`src/rtl/pwm3_timebase.sv`:
```
module pwm3_timebase #(
  parameter int TW = 8,
  parameter int AW = 4
) (
  input  logic          clk,
  input  logic          rst_n,
  input  logic [1:0]    cyc_ph,
  input  logic          ext_clk,
  input  logic          wr_en,
  input  logic [AW-1:0] wr_addr,
  input  logic [TW-1:0] wr_data,
  input  logic [1:0]    flag_clr,
  output logic [2:0]    pwm_out,
  output logic [1:0]    prd_flag
);
  localparam int DW = TW + 2;

  logic [1:0]    t_on, t_ext;
  logic [2:0]    ch_en;
  logic [1:0]    ch_sel;
  logic [TW-1:0] per [2];
  logic [TW-1:0] cnt [2];
  logic [DW-1:0] buf_d [3];
  logic [DW-1:0] act_d [3];
  logic [DW-1:0] xcnt [2];
  logic [1:0]    tick, roll;
  logic [2:0]    tsel;
  logic [2:0]    xs;
  logic          pend;

  wire ph_end = (cyc_ph == 2'd3);
  wire x_rise = xs[1] & ~xs[2];

  assign tsel = {ch_sel[1], ch_sel[0], 1'b0};

  always_ff @(posedge clk or negedge rst_n) begin
    if (!rst_n) begin
      t_on   <= '0;
      t_ext  <= '0;
      ch_en  <= '0;
      ch_sel <= '0;
      for (int t = 0; t < 2; t++) per[t] <= '0;
      for (int c = 0; c < 3; c++) buf_d[c] <= '0;
    end else if (wr_en) begin
      case (wr_addr)
        AW'(0): {t_ext[1], t_on[1], t_ext[0], t_on[0]} <= wr_data[3:0];
        AW'(1): begin
          ch_en  <= wr_data[2:0];
          ch_sel <= wr_data[4:3];
        end
        AW'(2): per[0] <= wr_data;
        AW'(3): per[1] <= wr_data;
        default: begin
          for (int c = 0; c < 3; c++) begin
            if (wr_addr == AW'(4 + 2 * c)) buf_d[c][DW-1:2] <= wr_data;
            if (wr_addr == AW'(5 + 2 * c)) buf_d[c][1:0]    <= wr_data[TW-1:TW-2];
          end
        end
      endcase
    end
  end

  always_ff @(posedge clk or negedge rst_n) begin
    if (!rst_n) begin
      xs   <= '0;
      pend <= 1'b0;
    end else begin
      xs   <= {xs[1:0], ext_clk};
      pend <= x_rise | (pend & ~ph_end);
    end
  end

  always_comb begin
    for (int t = 0; t < 2; t++) begin
      tick[t] = t_on[t] & ph_end & (~t_ext[t] | pend);
      roll[t] = tick[t] & (cnt[t] == per[t]);
      xcnt[t] = {cnt[t], (t_on[t] & ~t_ext[t]) ? cyc_ph : 2'b00};
    end
  end

  always_ff @(posedge clk or negedge rst_n) begin
    if (!rst_n) begin
      for (int t = 0; t < 2; t++) cnt[t] <= '0;
      prd_flag <= '0;
    end else begin
      for (int t = 0; t < 2; t++) begin
        if (roll[t])      cnt[t] <= '0;
        else if (tick[t]) cnt[t] <= cnt[t] + 1'b1;
        if (roll[t])          prd_flag[t] <= 1'b1;
        else if (flag_clr[t]) prd_flag[t] <= 1'b0;
      end
    end
  end

  always_ff @(posedge clk or negedge rst_n) begin
    if (!rst_n) begin
      for (int c = 0; c < 3; c++) act_d[c] <= '0;
    end else begin
      for (int c = 0; c < 3; c++)
        if (roll[tsel[c]]) act_d[c] <= buf_d[c];
    end
  end

  always_comb begin
    for (int c = 0; c < 3; c++)
      pwm_out[c] = ch_en[c] & (xcnt[tsel[c]] < act_d[c]);
  end
endmodule

```
`config.mk`:
```
export PLATFORM = sky130hd
export DESIGN_NAME = pwm3_timebase
export DESIGN_NICKNAME = d
export VERILOG_FILES = /design/src/rtl/pwm3_timebase.sv
export SDC_FILE = /design/constraint.sdc
export NUM_CORES = 1
export LEC_CHECK = 0
export BUFFER_PORTS_ARGS = -buffer_cell sky130_fd_sc_hd__buf_4
export CAP_MARGIN = 25
export CORE_ASPECT_RATIO = 1.75
export CORE_MARGIN = 3
export CORE_UTILIZATION = 28
export DETAILED_ROUTE_END_ITERATION = 8
export GPL_ROUTABILITY_DRIVEN = 0
export HOLD_SLACK_MARGIN = 0.03
export PLACE_DENSITY_LB_ADDON = 0.12
export REMOVE_ABC_BUFFERS = 1
export SYNTH_ARGS = -nofsm -noshare
export SYNTH_HDL_FRONTEND = slang
export SYNTH_SLANG_ARGS = --single-unit
```
`constraint.sdc`:
```
create_clock -name clk -period 7.1 [get_ports clk]
set_input_delay 1.42 -clock clk [delete_from_list [all_inputs] [get_ports clk]]
set_output_delay 1.42 -clock clk [all_outputs]
set_load 0.005 [all_outputs]
```
==> summary.md <==
| Metric | Value |
|---|---|
| HP Start | `xs[0]` |
| Boundary Pins | `25` |
| RSZ-0062 raised after global routing | `false` |
| Total GRT Usage | `0.137` |
| Post-synthesis cell type count | `39` |
| Total core area | `0.0187 sq mm` |
| DIE HEIGHT | `190 microns` |
| Peak VDD IR | `0.129 mV` |
| Vias in the first global route | `3484` |
| Syn avg cell area | `12.1 sq um` |
| # resized after CTS | `0` |
| Via count | `3285` |
| Worst-path maximum fanout | `11` |
| Hold WC Path Type | `flip-flop to flip-flop` |
| Starting Density | `0.288` |
| Drt via density | `4.59` |
| Clock root cell | `clkbuf_16` |
| First-pass GRT wire length | `21.4 mm` |
| ANT nets after route | `0` |
| Worst R2R Setup Slack | `4.10 ns` |
| Setup CP Type | `flip-flop to output port` |
| TNS Setup | `0 ns` |
| Worst-Skew Late Latency | `0.36 ns` |
| Yosys warns | `0` |
| Async SR Flop Fraction | `1.00` |
| Tcrit/Tclk final | `0.566` |
| Worst path bufs/invs | `1` |
| Total wire length | `13.7 mm` |
| Sequential-to-total area share from yosys stat | `0.496` |
| Slowest CP cell | `dfrtp_1` |
| Synthesized instance count | `447` |
| Worst hold path depth | `0` |
| Hpwl dp | `9.90 mm` |
| Tightest Pin Transition | `0.945 ns` |
| Power Density | `297 mW/mm^2` |
| CP Cell Sequence | `mux2_2, ha_1, a21o_1, a21o_1, a21oi_1, o2111ai_1, a21oi_1, buf_4` |
| Mapped Area | `0.00540 sq mm` |
| Endpoint type of the worst setup path | `output port` |
| Worst-path clk slew | `0.07 ns` |
| Fin. Hold Viols | `0` |
| Initial DRC count | `118` |
| Seq cells post-synth | `107` |
| P&R area growth vs syn | `13.7%` |
| Htree depth | `3` |
| Fin util | `0.327` |
| Clk buf depth | `2` |
| Dominant synthesized flop cell | `dfrtp_1` |
| Die area | `0.0210 sq mm` |
| # rows | `66` |
| Tmin final | `4.02 ns` |
| CTS tree | `yes` |
| Non-filler instance count after layout | `715` |
| FF-to-FF End | `act_d[16]` |
| Pin count of the biggest net entering global routing | `73` |
| Maxcap violations | `0` |
| Crit path DAT | `2.60 ns` |
| Worst r2r src | `cnt[11]` |
| # setup viols final | `0` |
| IO Port Bufs | `24` |
| Worst Reg2Reg Path Length in Cells | `5` |
| Initial antenna violation count | `0` |
| Share of cells above drive strength 1 | `0.273` |
| Num CTS Buffers | `9` |
| Power Total | `1.82 mW` |
| Ant. Diodes | `0` |
| Worst Path Required | `5.68 ns` |
| Fin. max-slew vios | `0` |
| Total grt overflow | `0` |
| Delay-heaviest family, CP | `compound AO/OA/AOI/OAI gates` |
| CTS sink count | `107` |
| Skew final | `0.00898 ns` |
| Post-CTS setup buffers | `0` |
| Leakage | `2.83 nW` |
| Startpoint types | `flip-flop` |
| Crit path from | `ch_sel[1]` |
| DR pass1 iterations | `4` |
| Horiz. Die Dim | `111 microns` |
| WL/cell | `19.1 microns` |
| Post-synth EDFFs | `0` |
| WHS Endpoint | `xs[1]` |
| Crit path largest cell delay | `0.59 ns` |
| Residual DRC count | `0` |
| Fin nets | `521` |
| Max Fclk | `249 MHz` |
| Hold buffers post-CTS | `0` |
| Slew HR | `0.365` |
| Status | `finished, final reports clean` |
| Dpl cells | `698` |
## cell families (layout without fill, tap and decap cells)
| group | count (synthesis) | in the layout | synth area share |
|---|---|---|---|
| adders and majority gates | 29 | 29 | 0.0672 |
| AOI/OAI and AO/OA | 42 | 42 | 0.0466 |
| xor gates and xnor gates | 28 | 28 | 0.0454 |
| buffers and inverters | 48 | 78 | 0.0373 |
| DFF | 107 | 107 | 0.496 |
| muxes | 96 | 96 | 0.207 |
| and+or+nand+nor | 97 | 97 | 0.100 |
## worst register-to-register path, cell delays in order, from the launching register on
cell	delay, ns
dfrtp_1	0.53
xnor2_1	0.28
nand4_1	0.19
nor4_4	0.85
mux2_1	0.68
mux2_4	0.36
## area by class of cell
type	count	area [sq um]
timing repair buffer	28	223
clock inverter	1	5.00
sequential	107	2680
inverter	34	128
tap	238	298
multi-input combinational	292	2520
clock buffer	15	288
fill	1901	12600
## per-layer routing
metal | vias up | track usage | wire length (microns)
met3 | 13 | 0.0165 | 185
met1 | 1652 | 0.165 | 5990
met4 | 0 | 0.0555 | 303
met2 | 26 | 0.246 | 7210
met5 | - | 0 | 0
li1 | 1594 | - | -
## Yosys cell counts (all sizes together), types with 2 or more instances
cell type	n	area share
a21o	10	0.014
a21oi	9	0.0083
and3	7	0.0081
buf	6	0.0079
clkbuf	8	0.0058
dfrtp	107	0.50
ha	29	0.067
inv	34	0.024
mux2	94	0.20
mux2i	2	0.0037
nand2	23	0.016
nand2b	4	0.0060
nand3	5	0.0046
nand3b	4	0.0056
nand4	12	0.014
nor2	19	0.013
nor2b	9	0.010
nor3	3	0.0028
nor3b	3	0.0051
nor4	2	0.0063
o2111ai	2	0.0032
o21ai	18	0.017
or3	2	0.0023
xnor2	22	0.036
xor2	6	0.0097
## through the flow
stage,area (sq um),setup WS (ns),hold slack [ns]
after floorplan,5320,3.50,0.331
after global placement,5820,3.08,0.343
after detailed placement,5820,3.06,0.350
after CTS,6120,3.02,0.375
after global routing,6140,2.95,0.377
final,6140,3.08,0.371
## power breakdown
part	switching (mW)	internal, mW	leakage, nW	total [mW]
clock	0.224	0.277	0.146	0.500
sequential	0.121	0.738	1.34	0.859
combinational	0.208	0.254	1.34	0.461
total	0.552	1.27	2.83	1.82
## layout by cell type, fill, tap and decap left out, types with 10 or more instances in the layout
| cell type | Yosys | final |
|---|---|---|
| dfrtp_1 | 107 | 107 |
| mux2_2 | 72 | 72 |
| inv_1 | 34 | 34 |
| ha_1 | 29 | 29 |
| buf_4 | 0 | 27 |
| nand2_1 | 23 | 23 |
| xnor2_1 | 22 | 22 |
| nor2_1 | 19 | 19 |
| o21ai_0 | 18 | 18 |
| nand4_1 | 12 | 12 |
| mux2_1 | 12 | 12 |
| a21o_1 | 10 | 10 |
| mux2_4 | 10 | 10 |
## worst max-delay path by stage
stage / endpoint / slack, ns / cells after the start
2_1_floorplan: pwm_out[0] / 3.50 / 5
3_3_place_gp: pwm_out[0] / 3.08 / 7
3_5_place_dp: act_d[16] / 3.06 / 6
4_1_cts: pwm_out[2] / 3.02 / 8
5_1_grt: pwm_out[2] / 2.95 / 8
6_report: pwm_out[2] / 3.08 / 8
## state kept, by name, summed over array words and instances, names as in the netlist
register and count:
ch_en 3, prd_flag 2, act_d 30, t_ext 2
t_on 2, per 16, xs 3, ch_sel 2
cnt 16, pend 1, buf_d 30
No activity file was read; power rests on OpenSTA's default activity.
